**config.mk**
```make
export PLATFORM = sky130hd
export DESIGN_NAME = tw_byte_shifter
export DESIGN_NICKNAME = d
export VERILOG_FILES = /design/src/rtl/tw_pkg.sv /design/src/rtl/tw_slot_counter.sv /design/src/rtl/tw_shift_reg.sv /design/src/rtl/tw_addr_cmp.sv /design/src/rtl/tw_byte_shifter.sv
export SDC_FILE = /design/constraint.sdc
export NUM_CORES = 1
export LEC_CHECK = 0
export BUFFER_PORTS_ARGS = -buffer_cell sky130_fd_sc_hd__buf_2
export CORE_MARGIN = 3
export CORE_UTILIZATION = 40
export DETAILED_ROUTE_END_ITERATION = 10
export GPL_TIMING_DRIVEN = 0
export PLACE_DENSITY_LB_ADDON = 0.12
export RECOVER_POWER = 25
export REMOVE_ABC_BUFFERS = 1
export SYNTH_ARGS = -nofsm -noshare
export SYNTH_HDL_FRONTEND = slang
export SYNTH_SLANG_ARGS = --single-unit
```
**constraint.sdc**
```tcl
create_clock -name clk -period 3.2 [get_ports clk]
set_input_delay 0.48 -clock clk [delete_from_list [all_inputs] [get_ports clk]]
set_output_delay 0.48 -clock clk [all_outputs]
set_load 0.01 [all_outputs]
```
**src/rtl/tw_pkg.sv**
```systemverilog
package tw_pkg;
  localparam int BYTE_W = 8;
  localparam int ADDR_W = BYTE_W - 1;

  // upper bits of received byte against own address field
  function automatic logic own_match(input logic [BYTE_W-1:0] rx,
                                     input logic [BYTE_W-1:0] areg);
    return rx[BYTE_W-1:1] == areg[BYTE_W-1:1];
  endfunction

  // all-zero address accepted only with enable bit set
  function automatic logic gcall_match(input logic [BYTE_W-1:0] rx,
                                       input logic [BYTE_W-1:0] areg);
    return (rx[BYTE_W-1:1] == '0) && areg[0];
  endfunction
endpackage

```
**src/rtl/tw_slot_counter.sv**
```systemverilog
module tw_slot_counter #(
  parameter int SLOTS = 9,
  localparam int CW = $clog2(SLOTS)
) (
  input  logic          clk,
  input  logic          rst_n,
  input  logic          restart,
  input  logic          advance,
  output logic [CW-1:0] slot,
  output logic          ack_slot
);
  localparam logic [CW-1:0] LAST = CW'(SLOTS - 1);

  always_ff @(posedge clk or negedge rst_n) begin
    if (!rst_n)       slot <= '0;
    else if (restart) slot <= '0;
    else if (advance) slot <= (slot == LAST) ? '0 : slot + 1'b1;
  end

  assign ack_slot = (slot == LAST);
endmodule

```
**src/rtl/tw_shift_reg.sv**
```systemverilog
module tw_shift_reg #(
  parameter int W = 8,
  parameter logic [W-1:0] RST = '1
) (
  input  logic         clk,
  input  logic         rst_n,
  input  logic         shift,
  input  logic         bit_in,
  input  logic         load,
  input  logic [W-1:0] load_val,
  output logic [W-1:0] q
);
  always_ff @(posedge clk or negedge rst_n) begin
    if (!rst_n)     q <= RST;
    else if (shift) q <= {q[W-2:0], bit_in};
    else if (load)  q <= load_val;
  end
endmodule

```
**src/rtl/tw_addr_cmp.sv**
```systemverilog
module tw_addr_cmp
  import tw_pkg::*;
(
  input  logic [BYTE_W-1:0] rx_byte,
  input  logic [BYTE_W-1:0] areg,
  output logic              hit,
  output logic              gc_hit
);
  logic own_hit;
  assign own_hit = own_match(rx_byte, areg);
  assign gc_hit  = gcall_match(rx_byte, areg);
  assign hit     = own_hit | gc_hit;
endmodule

```
**src/rtl/tw_byte_shifter.sv**
```systemverilog
module tw_byte_shifter
  import tw_pkg::*;
#(
  parameter logic [BYTE_W-1:0] DATA_RST = 8'hFF,
  parameter logic [BYTE_W-1:0] ADDR_RST = 8'hFE
) (
  input  logic              clk,
  input  logic              rst_n,
  input  logic              cpu_data_we,
  input  logic              cpu_addr_we,
  input  logic [BYTE_W-1:0] cpu_wdata,
  input  logic              cpu_flag_clr,
  output logic [BYTE_W-1:0] cpu_data_rd,
  output logic [BYTE_W-1:0] cpu_addr_rd,
  output logic              byte_done,
  input  logic              bus_start,
  input  logic              bit_stb,
  input  logic              sda_in,
  output logic              sda_out,
  input  logic              tx_mode,
  input  logic              arb_lost,
  output logic              addr_hit,
  output logic              gcall_hit,
  output logic              rw_bit,
  output logic              ack_bit
);
  localparam int SLOTS = BYTE_W + 1;
  localparam int CW    = $clog2(SLOTS);

  logic          active, first_byte;
  logic          ack_slot;
  logic [CW-1:0] slot;
  logic          shift_en, data_stb, ack_stb;
  logic          cmp_hit, cmp_gc;
  logic [BYTE_W-1:0] dreg, areg;

  // named internal events
  assign shift_en = active && !byte_done && bit_stb && !bus_start;
  assign data_stb = shift_en && !ack_slot;
  assign ack_stb  = shift_en && ack_slot;

  tw_slot_counter #(.SLOTS(SLOTS)) u_cnt (
    .clk(clk), .rst_n(rst_n), .restart(bus_start), .advance(shift_en),
    .slot(slot), .ack_slot(ack_slot)
  );

  tw_shift_reg #(.W(BYTE_W), .RST(DATA_RST)) u_data (
    .clk(clk), .rst_n(rst_n), .shift(data_stb), .bit_in(sda_in),
    .load(cpu_data_we && byte_done), .load_val(cpu_wdata), .q(dreg)
  );

  tw_addr_cmp u_cmp (
    .rx_byte(dreg), .areg(areg), .hit(cmp_hit), .gc_hit(cmp_gc)
  );

  always_ff @(posedge clk or negedge rst_n) begin
    if (!rst_n)           areg <= ADDR_RST;
    else if (cpu_addr_we) areg <= cpu_wdata;
  end

  always_ff @(posedge clk or negedge rst_n) begin
    if (!rst_n) begin
      active     <= 1'b0;
      first_byte <= 1'b0;
      byte_done  <= 1'b0;
      addr_hit   <= 1'b0;
      gcall_hit  <= 1'b0;
      rw_bit     <= 1'b0;
      ack_bit    <= 1'b1;
    end else if (bus_start) begin
      active     <= 1'b1;
      first_byte <= 1'b1;
      byte_done  <= 1'b0;
      addr_hit   <= 1'b0;
      gcall_hit  <= 1'b0;
    end else if (ack_stb) begin
      ack_bit    <= sda_in;
      first_byte <= 1'b0;
      if (first_byte) begin
        addr_hit  <= cmp_hit;
        gcall_hit <= cmp_gc;
        rw_bit    <= dreg[0];
        byte_done <= cmp_hit || tx_mode;
        active    <= cmp_hit || tx_mode;
      end else begin
        byte_done <= 1'b1;
      end
    end else if (cpu_flag_clr && byte_done) begin
      byte_done <= 1'b0;
    end
  end

  always_comb begin
    if (!active || byte_done || arb_lost) sda_out = 1'b1;
    else if (ack_slot)                    sda_out = tx_mode | (first_byte & ~cmp_hit);
    else                                  sda_out = tx_mode ? dreg[BYTE_W-1] : 1'b1;
  end

  assign cpu_data_rd = dreg;
  assign cpu_addr_rd = areg;
endmodule

```
==> impl_metrics.ini <==
[status]
outcome = complete, no violations

[global_route]
use_met1_pct = 19.6
grt_max_degree = 28
grt_util_met2_pct = 26.1
gr-total-overflow = 0
grt_usage_pct = 15.4
grt_use_met3_pct = 2.28
first_global_vias = 1046
grt_busiest_layer = met2
antenna_found_initial = 0
grt_pass1_wl_um = 4870

[layout]
ff_latch_area_sq_um = 696
nNetsFinal = 172
stdcell_area_sq_um = 1590
fin_util_pct = 50.7
nFillCells = 322
antennaDiodeCount = 0
multiInputGateArea_sq_um = 593
drive_above_1_share_pct = 46.4
syn_to_final_growth_pct = 18.8

[detailed_routing]
routed_wl_um = 2800
first_iter_violations = 85
vias_per_cell = 5.26
wire_per_inst_um = 14.3
vias = 1025
drtAntennaViolNets = 0
dr.pass1.iters = 4
drc = 0

[critical_path]
criticalPathCategory = reg2out
critPathMaxFanout = 5
cp.arrival_ns = 2.02
end_kind = output port
worstPathRequired_ns = 2.72
start_kind = flip-flop

[timing]
maxSlewViolCount = 0
rsz0062_at_grt = false
timing.final.crit_share_pct = 78.2
setup_viol = 0
setup_tns_ns = 0
post-route-min-period_ns = 2.50
maxSlewHeadroom_pct = 5.69
worst_pin_slew_ns = 1.41
fin_skew_ns = 0.00876
hold_violations = 0
holdWs_ns = 0.390
fmax_mhz = 400
setup_slack_ns = 0.698

[pwr]
power.leakage_uw = 0.000758
pwr-share-comb_pct = 21.3
switching_power_uw = 213
p_int_uw = 526
clockPowerShare_pct = 19.7
powerDensity_nw_per_um2 = 466
swShare_pct = 28.8
seqPwrFrac_pct = 59.0
ir_worst_vdd_v = 0.000237

[logic_synthesis]
synth_top_family_by_area = simple AND/OR/NAND/NOR gates
yosys_register_bits = 27
synth_edf_count = 0
synth_xor_area_share_pct = 5.25
synthCells = 112
ys_seq_area_share_pct = 52.1
synth.distinct_cells = 34
synth_mux_area_share_pct = 10.3
synthSimpleGateAreaFrac_pct = 14.4
syn_avg_cell_area_sq_um = 11.9
synth_compound_area_share_pct = 12.6
ys_warn_count = 0
netlist_area_sq_um = 1340
yosys.area_share.adder_pct = 1.87
synth_ff_type = dfstp_2
synthArstFlopShare_pct = 100

[clock_network]
clk_pin_slew_worst_paths_ns = 0.14
cts.htree.levels = 1
cts_root_buffer = clkbuf_4
clkLatencyLatePin_ns = 0.32
cts_resized = 0
cts_sinks = 27
cts_tree = yes
holdBufCountCts = 0
post_cts_buffers = 0
cts_buffer_depth = 2
cts_made_buffers = 3

[place]
dpl.hpwl_um = 2150
placed_cell_area_sq_um = 1560
portBuffers = 39
dp_slack_ns = 1.06
gp_congestion = 0.807

[floorplanning]
ios = 40
die_w_um = 63.8
die_h_um = 63.8
num_rows = 20
initial_core_util_pct = 42.7
coreArea_sq_um = 3130
dieArea_sq_um = 4070

[min_path]
hp-class = in2reg

[job]
cap_violations = 0
==> registers in the layout, indices dropped and copies added, names as in the netlist <==
name and count:
ack_bit 1, rw_bit 1, first_byte 1, u_cnt.slot 4, cpu_addr_rd 8, addr_hit 1, u_data.q 8, gcall_hit 1
active 1, byte_done 1
==> metal layers <==
metal  vias up  part of all wire [%]
met2        32                    48
met4         0                   1.4
met1       497                    46
met5         -                     0
met3         4                   4.5
li1        492                     -
==> metrics by stage <==
| stage | power [uW] | cells |
|---|---|---|
| finish | 739 | 195 |
| global placement | 599 | 191 |
| global route | 790 | 195 |
| CTS | 750 | 195 |
| floorplan | 527 | 108 |
| detailed placement | 602 | 191 |
==> cell type report <==
type	count	area share, %
multi-input cells	75	37.4
flip-flops and latches	27	43.8
well taps	44	3.47
clock buffers	4	1.66
repair buffers	39	12.2
inverters	6	1.42
==> cells in the mapped netlist, drive strengths merged (3+ instances only) <==
cell / instances / area, sq um
a221o: 8 / 80.1
mux2: 11 / 128
nand3: 3 / 15.0
a21oi: 6 / 33.8
inv: 6 / 22.5
dfstp: 16 / 420
dfrtp: 11 / 275
nor2: 7 / 26.3
xnor2: 4 / 35.0
xor2: 4 / 35.0
and3: 8 / 50.1
==> placed cells by master, fill, tap and decap left out, types with 2 or more instances in the layout <==
cell type	instances
nor2_1	7
nor4_1	2
a22o_1	2
inv_1	6
a31oi_1	2
clkbuf_1	2
a21oi_1	5
a221o_1	8
nand3b_1	2
xor2_1	4
ha_1	2
nand3_1	3
buf_2	38
and3_1	8
dfstp_2	16
nand2_1	2
xnor2_1	4
dfrtp_1	11
mux2_2	10
clkbuf_4	3
==> worst paths after layout <==
kind,startpoint,slack (ns),to,depth (start not counted)
worst max-delay path,u_data.q[1],0.70,sda_out,5
worst min-delay path,cpu_wdata[3],0.39,cpu_addr_rd[3],2
worst max register to register,byte_done,1.26,u_data.q[1],4
worst min register to register,u_cnt.slot[2],0.52,u_cnt.slot[2],1
max in group asynchronous,rst_n,1.92,cpu_addr_rd[0],1
min in group asynchronous,rst_n,0.45,u_cnt.slot[3],1
==> worst max-delay path: stages (launching register included) <==
cell and delay [ns]:
dfstp_2 0.61, xor2_1 0.10, nor4_1 0.28, nand4_1 0.25, a211o_1 0.33, buf_2 0.14
==> cell families (layout without fill, tap and decap cells) <==
logic type	Yosys count	after routing
AND/OR/NAND/NOR	32	32
flip-flops	27	27
AO/OA/AOI/OAI	21	21
multiplexers	12	12
buffers and inverters	10	49
XOR/XNOR	8	8
adder cells (fa/ha/maj)	2	2
==> power by group through the flow <==
stage	sequential (uW)	combinational, uW	clock [uW]
2_1_floorplan	448	78.8	0
3_3_place_gp	441	158	0
3_5_place_dp	443	159	0
4_1_cts	438	160	152
5_1_grt	444	174	171
6_report	436	158	146
Power figures use the tool's default switching activity.
